--- config.mk ---
export PLATFORM = sky130hd
export DESIGN_NAME = xrs_top
export DESIGN_NICKNAME = d
export VERILOG_FILES = /design/src/rtl/xrs_pkg.sv /design/src/rtl/xrs_sync.sv /design/src/rtl/xrs_timer.sv /design/src/rtl/xrs_top.sv
export SDC_FILE = /design/constraint.sdc
export NUM_CORES = 1
export LEC_CHECK = 0
export ABC_CLOCK_PERIOD_IN_PS = 5200
export BUFFER_PORTS_ARGS = -buffer_cell sky130_fd_sc_hd__buf_2
export CAP_MARGIN = 20
export CORE_AREA = 2 2 63 65
export CTS_BUF_LIST = sky130_fd_sc_hd__clkbuf_4 sky130_fd_sc_hd__clkbuf_8
export DETAILED_ROUTE_END_ITERATION = 6
export DIE_AREA = 0 0 65 67
export PLACE_DENSITY_LB_ADDON = 0.05
export SYNTH_ARGS = -nofsm -noshare
export SYNTH_HDL_FRONTEND = slang
export SYNTH_SLANG_ARGS = --single-unit
--- constraint.sdc ---
create_clock -name clk -period 5.2 [get_ports clk]
set_input_delay 0.52 -clock clk [delete_from_list [all_inputs] [get_ports clk]]
set_output_delay 0.52 -clock clk [all_outputs]
set_load 0.01 [all_outputs]
--- src/rtl/xrs_pkg.sv ---
package xrs_pkg;

  typedef enum logic [2:0] {
    ST_HOLD      = 3'd0,
    ST_WAIT_LOCK = 3'd1,
    ST_TX_SETTLE = 3'd2,
    ST_RX_BUSY   = 3'd3,
    ST_RX_ANA_DLY= 3'd4,
    ST_RX_CDR    = 3'd5,
    ST_RX_DIG_DLY= 3'd6,
    ST_DONE      = 3'd7
  } xrs_state_e;

  typedef struct packed {
    logic pwr_down;
    logic pll_rst;
    logic tx_rst;
    logic rx_ana_rst;
    logic rx_dig_rst;
    logic done;
  } xrs_ctl_t;

  // Control pattern produced in each sequencing state.
  function automatic xrs_ctl_t xrs_decode(input xrs_state_e st);
    xrs_ctl_t c;
    c = '{pwr_down: 1'b0, pll_rst: 1'b0, tx_rst: 1'b1,
          rx_ana_rst: 1'b1, rx_dig_rst: 1'b1, done: 1'b0};
    case (st)
      ST_HOLD: begin
        c.pwr_down = 1'b1;
        c.pll_rst  = 1'b1;
      end
      ST_RX_BUSY, ST_RX_ANA_DLY: c.tx_rst = 1'b0;
      ST_RX_CDR, ST_RX_DIG_DLY: begin
        c.tx_rst     = 1'b0;
        c.rx_ana_rst = 1'b0;
      end
      ST_DONE: begin
        c.tx_rst     = 1'b0;
        c.rx_ana_rst = 1'b0;
        c.rx_dig_rst = 1'b0;
        c.done       = 1'b1;
      end
      default: ;
    endcase
    return c;
  endfunction

endpackage

--- src/rtl/xrs_sync.sv ---
module xrs_sync #(
  parameter int          WIDTH   = 3,
  parameter int          STAGES  = 2,
  parameter logic [WIDTH-1:0] RST_VAL = '0
) (
  input  logic             clk,
  input  logic             rst,
  input  logic [WIDTH-1:0] d_in,
  output logic [WIDTH-1:0] q_out
);

  logic [WIDTH-1:0] chain [STAGES];

  generate
    for (genvar s = 0; s < STAGES; s++) begin : g_stage
      if (s == 0) begin : g_first
        always_ff @(posedge clk) begin
          if (rst) chain[s] <= RST_VAL;
          else     chain[s] <= d_in;
        end
      end else begin : g_next
        always_ff @(posedge clk) begin
          if (rst) chain[s] <= RST_VAL;
          else     chain[s] <= chain[s-1];
        end
      end
    end
  endgenerate

  assign q_out = chain[STAGES-1];

endmodule

--- src/rtl/xrs_timer.sv ---
module xrs_timer #(
  parameter int CW = 8
) (
  input  logic          clk,
  input  logic          clr,
  input  logic [CW-1:0] limit,
  output logic          expire
);

  logic [CW-1:0] cnt;

  always_ff @(posedge clk) begin
    if (clr)         cnt <= '0;
    else if (!expire) cnt <= cnt + CW'(1);
  end

  // Terminal value reached: the owner leaves its delay state on this edge.
  assign expire = (cnt == limit - CW'(1));

endmodule

--- src/rtl/xrs_top.sv ---
module xrs_top
  import xrs_pkg::*;
#(
  parameter int SYNC_STAGES   = 2,
  parameter int PD_CYCLES     = 100,
  parameter int TX_SETTLE     = 16,
  parameter int RX_ANA_CYCLES = 3,
  parameter int RX_DIG_CYCLES = 400
) (
  input  logic clk,
  input  logic rst,
  input  logic pll_lock_in,
  input  logic cal_busy_in,
  input  logic cdr_lock_in,
  output logic pwr_down_o,
  output logic pll_rst_o,
  output logic tx_dig_rst_o,
  output logic rx_ana_rst_o,
  output logic rx_dig_rst_o,
  output logic seq_done_o
);

  localparam int MAX_A  = (PD_CYCLES > TX_SETTLE) ? PD_CYCLES : TX_SETTLE;
  localparam int MAX_B  = (RX_ANA_CYCLES > RX_DIG_CYCLES) ? RX_ANA_CYCLES : RX_DIG_CYCLES;
  localparam int MAX_D  = (MAX_A > MAX_B) ? MAX_A : MAX_B;
  localparam int CW     = $clog2(MAX_D + 1);
  localparam logic [CW-1:0] LIM_PD  = CW'(PD_CYCLES);
  localparam logic [CW-1:0] LIM_TX  = CW'(TX_SETTLE);
  localparam logic [CW-1:0] LIM_ANA = CW'(RX_ANA_CYCLES);
  localparam logic [CW-1:0] LIM_DIG = CW'(RX_DIG_CYCLES);

  // Synchronized status: bit 2 pll lock, bit 1 calibration busy, bit 0 cdr lock
  logic [2:0] stat_s;
  logic       lock_s, busy_s, cdr_s;

  xrs_sync #(
    .WIDTH   (3),
    .STAGES  (SYNC_STAGES),
    .RST_VAL (3'b010)
  ) u_sync (
    .clk   (clk),
    .rst   (rst),
    .d_in  ({pll_lock_in, cal_busy_in, cdr_lock_in}),
    .q_out (stat_s)
  );

  assign lock_s = stat_s[2];
  assign busy_s = stat_s[1];
  assign cdr_s  = stat_s[0];

  xrs_state_e    state, state_n;
  logic [CW-1:0] lim;
  logic          wait_st, tmr_clr, expire;
  xrs_ctl_t      ctl_n;

  always_comb begin
    state_n = state;
    lim     = LIM_PD;
    wait_st = 1'b0;
    case (state)
      ST_HOLD: begin
        lim = LIM_PD;
        if (expire) state_n = ST_WAIT_LOCK;
      end
      ST_WAIT_LOCK: begin
        wait_st = 1'b1;
        if (lock_s) state_n = ST_TX_SETTLE;
      end
      ST_TX_SETTLE: begin
        lim = LIM_TX;
        if (!lock_s)     state_n = ST_WAIT_LOCK;
        else if (expire) state_n = ST_RX_BUSY;
      end
      ST_RX_BUSY: begin
        wait_st = 1'b1;
        if (!lock_s)      state_n = ST_WAIT_LOCK;
        else if (!busy_s) state_n = ST_RX_ANA_DLY;
      end
      ST_RX_ANA_DLY: begin
        lim = LIM_ANA;
        if (!lock_s)     state_n = ST_WAIT_LOCK;
        else if (busy_s) state_n = ST_RX_BUSY;
        else if (expire) state_n = ST_RX_CDR;
      end
      ST_RX_CDR: begin
        wait_st = 1'b1;
        if (!lock_s)    state_n = ST_WAIT_LOCK;
        else if (cdr_s) state_n = ST_RX_DIG_DLY;
      end
      ST_RX_DIG_DLY: begin
        lim = LIM_DIG;
        if (!lock_s)     state_n = ST_WAIT_LOCK;
        else if (!cdr_s) state_n = ST_RX_CDR;
        else if (expire) state_n = ST_DONE;
      end
      ST_DONE: begin
        wait_st = 1'b1;
        if (!lock_s)     state_n = ST_WAIT_LOCK;
        else if (!cdr_s) state_n = ST_RX_CDR;
      end
      default: state_n = ST_HOLD;
    endcase
  end

  assign tmr_clr = rst || wait_st || (state_n != state);

  xrs_timer #(.CW(CW)) u_timer (
    .clk    (clk),
    .clr    (tmr_clr),
    .limit  (lim),
    .expire (expire)
  );

  assign ctl_n = xrs_decode(state_n);

  always_ff @(posedge clk) begin
    if (rst) begin
      state        <= ST_HOLD;
      pwr_down_o   <= 1'b1;
      pll_rst_o    <= 1'b1;
      tx_dig_rst_o <= 1'b1;
      rx_ana_rst_o <= 1'b1;
      rx_dig_rst_o <= 1'b1;
      seq_done_o   <= 1'b0;
    end else begin
      state        <= state_n;
      pwr_down_o   <= ctl_n.pwr_down;
      pll_rst_o    <= ctl_n.pll_rst;
      tx_dig_rst_o <= ctl_n.tx_rst;
      rx_ana_rst_o <= ctl_n.rx_ana_rst;
      rx_dig_rst_o <= ctl_n.rx_dig_rst;
      seq_done_o   <= ctl_n.done;
    end
  end


  rst_all_asserted_chk: assert property (@(posedge clk) disable iff (rst)
    $past(rst) |-> (pwr_down_o && pll_rst_o && tx_dig_rst_o && rx_ana_rst_o
                    && rx_dig_rst_o && !seq_done_o));


  pd_pll_pair_chk: assert property (@(posedge clk) disable iff (rst)
    pwr_down_o == pll_rst_o);


  tx_release_locked_chk: assert property (@(posedge clk) disable iff (rst)
    $fell(tx_dig_rst_o) |-> $past(lock_s));


  rx_ana_release_idle_chk: assert property (@(posedge clk) disable iff (rst)
    $fell(rx_ana_rst_o) |-> !$past(busy_s));


  rx_dig_release_locked_chk: assert property (@(posedge clk) disable iff (rst)
    $fell(rx_dig_rst_o) |-> $past(cdr_s));


  done_clean_chk: assert property (@(posedge clk) disable iff (rst)
    seq_done_o |-> !(pwr_down_o || pll_rst_o || tx_dig_rst_o || rx_ana_rst_o || rx_dig_rst_o));


  done_with_rx_dig_chk: assert property (@(posedge clk) disable iff (rst)
    $rose(seq_done_o) |-> $fell(rx_dig_rst_o));


  pd_no_return_chk: assert property (@(posedge clk) disable iff (rst)
    !$past(pwr_down_o) |-> !pwr_down_o);


  rx_ana_after_tx_chk: assert property (@(posedge clk) disable iff (rst)
    !rx_ana_rst_o |-> !tx_dig_rst_o);


  rx_dig_after_ana_chk: assert property (@(posedge clk) disable iff (rst)
    !rx_dig_rst_o |-> !rx_ana_rst_o);

endmodule

==> impl_metrics.tcl <==
set metrics [dict create \
    status "finished, final reports clean" \
    tightest_slew_ns 0.536 \
    cts-hold-fix-buffers 0 \
    drt_iter0_drc 38 \
    start_util_pct 29.2 \
    clk_path_buf_depth 2 \
    crit_start "state[2]" \
    worstSkewPairLatency_ns 0.26 \
    crit_arrival_ns 2.14 \
    cts_sinks 23 \
    critPathRequiredTime_ns 5.35 \
    cpPeakStageDelay_ns 0.54 \
    worstHoldStart "u_sync.chain[0][1]" \
    cts_resized 0 \
    core_area_mm2 0.00361 \
    port_buffers 10 \
    rsz0062_at_grt "false" \
    cts_tree "built" \
    finalHoldViolCount 0 \
    die-width_um 65 \
    seq_area_frac_synth_pct 43.7 \
    drtAntennaViolNets 0 \
    regToRegSetupSlack_ns 3.21 \
    final_cell_mix "23 x dfxtp_1, 14 x nor2_1, 10 x nand2_1, 10 x buf_2, 8 x nor2b_1" \
    dpl-instance-area_mm2 0.00114 \
    vias 765 \
    cts_max_level 1 \
    max_freq_mhz 502 \
    irDropWorstVdd_mv 0.0751 \
    power_mw 0.317 \
    min_path_type "flop to flop" \
    worstRegToRegCells 6 \
    worstSetupPathType "flop to flop" \
    fin_setup_tns_ns 0 \
    r2r_start "state[2]" \
    period_share_pct 38.3 \
    p_leak_nw 0.427 \
    synthesis.nets 119 \
    grt_pass1_wl_um 3460 \
    drive_above_1_share_pct 19.5 \
    setup_viol 0 \
    ys_seq_elements 23 \
    gp_congestion 0.742 \
    cpMaxStageDelayCell "dfxtp_1" \
    io_pins 11 \
    area_growth_pct 12.8 \
    fin_area_mm2 0.00119 \
    avgSynthCellArea_um2 9.32 \
    skew_ns 0.00666 \
    antenna_found_initial 0 \
    relSlewSlack_pct 64.0 \
    critical_path.cell_chain "o21bai_1, or3_4, a211oi_4, a21oi_4, o21ai_4, nor2_1" \
    dr.pass1.iters 4 \
    fill_cells 404 \
    pre_cts_ws_ns 3.21 \
    diodes 0 \
    hold_path_end "u_sync.chain[1][1]" \
    dp_hpwl_um 1470 \
    vias_per_cell 4.47 \
    p_per_area_mw_per_mm2 267 \
    overflow 0 \
    cap_violations 0 \
    wl_per_cell_um 11.2 \
    instances_no_fill 171 \
    die_h_um 67 \
    regToRegEndpoint "u_timer.cnt[1]" \
    fin_crit_ns 1.99 \
    crit_path_end_kind "flop" \
    root_buffer "clkbuf_8" \
    startpoint_type "flop" \
    setup_slack_ns 3.21 \
    final_common_cell "dfxtp_1" \
    first_global_vias 765 \
    syn_inst 113 \
    dp.cells 167 \
    cp_max_fo 11 \
    grt_max_degree 13 \
    slew_violations 0 \
    drc_errors 0 \
    numCtsBuffers 3 \
    netlist_area_mm2 0.00105 \
    grt_usage_pct 10.3 \
    drt_wl_total_um 1920 \
    clk_pin_slew_ns 0.08 \
    die_area_mm2 0.00436 \
    ys_warn_count 0 \
    holdPathStages 1 \
    postCtsSetupBuffers 0 \
    ys_types 34 \
    fin_nets 130 \
    rows 22 \
]
## worst max-delay path by stage
stage	endpoint	slack [ns]	depth (start not counted)
final	u_timer.cnt[1]	3.21	6
after global routing	u_timer.cnt[3]	3.04	6
after CTS	u_timer.cnt[1]	3.20	6
after detailed placement	u_timer.cnt[6]	3.21	6
after global placement	u_timer.cnt[8]	3.19	6
after floorplan	u_timer.cnt[0]	3.47	6
## per-layer routing
metal,share of wire (%),vias to the layer above,global-route usage (%)
li1,-,398,-
met1,48,355,12.3
met2,48,8,17.8
met3,2.1,4,2.03
met4,1.7,0,4.79
met5,0,-,0
## Yosys cell counts, drive strengths merged
master | n | area share [%]
a211oi | 3 | 3.3
a21boi | 1 | 0.71
a21oi | 7 | 5.5
a22oi | 1 | 0.71
and2b | 1 | 0.95
and3 | 2 | 1.2
and4 | 1 | 0.83
and4b | 1 | 0.95
buf | 3 | 1.9
clkbuf | 1 | 0.36
dfxtp | 23 | 44
ha | 1 | 1.2
inv | 1 | 0.36
mux2i | 1 | 0.95
nand2 | 10 | 3.6
nand2b | 3 | 1.8
nand3 | 7 | 3.3
nor2 | 15 | 6.1
nor2b | 8 | 4.8
nor3 | 3 | 1.4
o211ai | 1 | 0.71
o21ai | 5 | 3.4
o21bai | 2 | 1.4
o31ai | 1 | 2.0
or2 | 2 | 1.2
or3 | 1 | 1.1
xnor2 | 6 | 5.0
xor2 | 2 | 1.7
## report_power, final
part / switching, mW / internal (mW)
clock: 0.0561 / 0.0599
combinational: 0.00956 / 0.00752
sequential: 0.00411 / 0.180
## cell families (layout without fill, tap and decap cells)
| family | Yosys count | count (layout) | share of synthesized area (%) |
|---|---|---|---|
| and+or+nand+nor | 54 | 54 | 27.1 |
| DFF | 23 | 23 | 43.7 |
| AOI/OAI and AO/OA | 21 | 21 | 17.8 |
| xor gates and xnor gates | 8 | 8 | 6.65 |
| buffers and inverters | 5 | 15 | 2.61 |
| adders and majority gates | 1 | 1 | 1.19 |
| muxes | 1 | 1 | 0.950 |
## worst max-delay path: cells and delay by family (launching register included)
kind / cells / cell delay, ns
flip-flops: 1 / 0.54
AO/OA/AOI/OAI: 4 / 0.89
AND/OR/NAND/NOR: 2 / 0.44
## registers in the layout, indices dropped and copies added, names as in the netlist
signal,cells
pwr_down_o,1
tx_dig_rst_o,1
seq_done_o,1
rx_dig_rst_o,1
state,3
u_sync.chain,6
rx_ana_rst_o,1
u_timer.cnt,9
## metrics by stage
step,utilization (%),hold slack [ns]
6_report,33.0,0.413
5_1_grt,33.0,0.428
2_1_floorplan,-,0.389
3_5_place_dp,31.6,0.398
4_1_cts,33.0,0.419
3_3_place_gp,31.6,0.394
## layout make-up
cell class | count | area [um^2] | area share [%]
Clock buffer | 4 | 48.8 | 4.11
Sequential cell | 23 | 460 | 38.7
Inverter | 1 | 3.75 | 0.316
Multi-Input combinational cell | 85 | 566 | 47.6
Tap cell | 48 | 60.1 | 5.05
Timing Repair Buffer | 10 | 50.0 | 4.21
(Power assumes the default switching activity.)
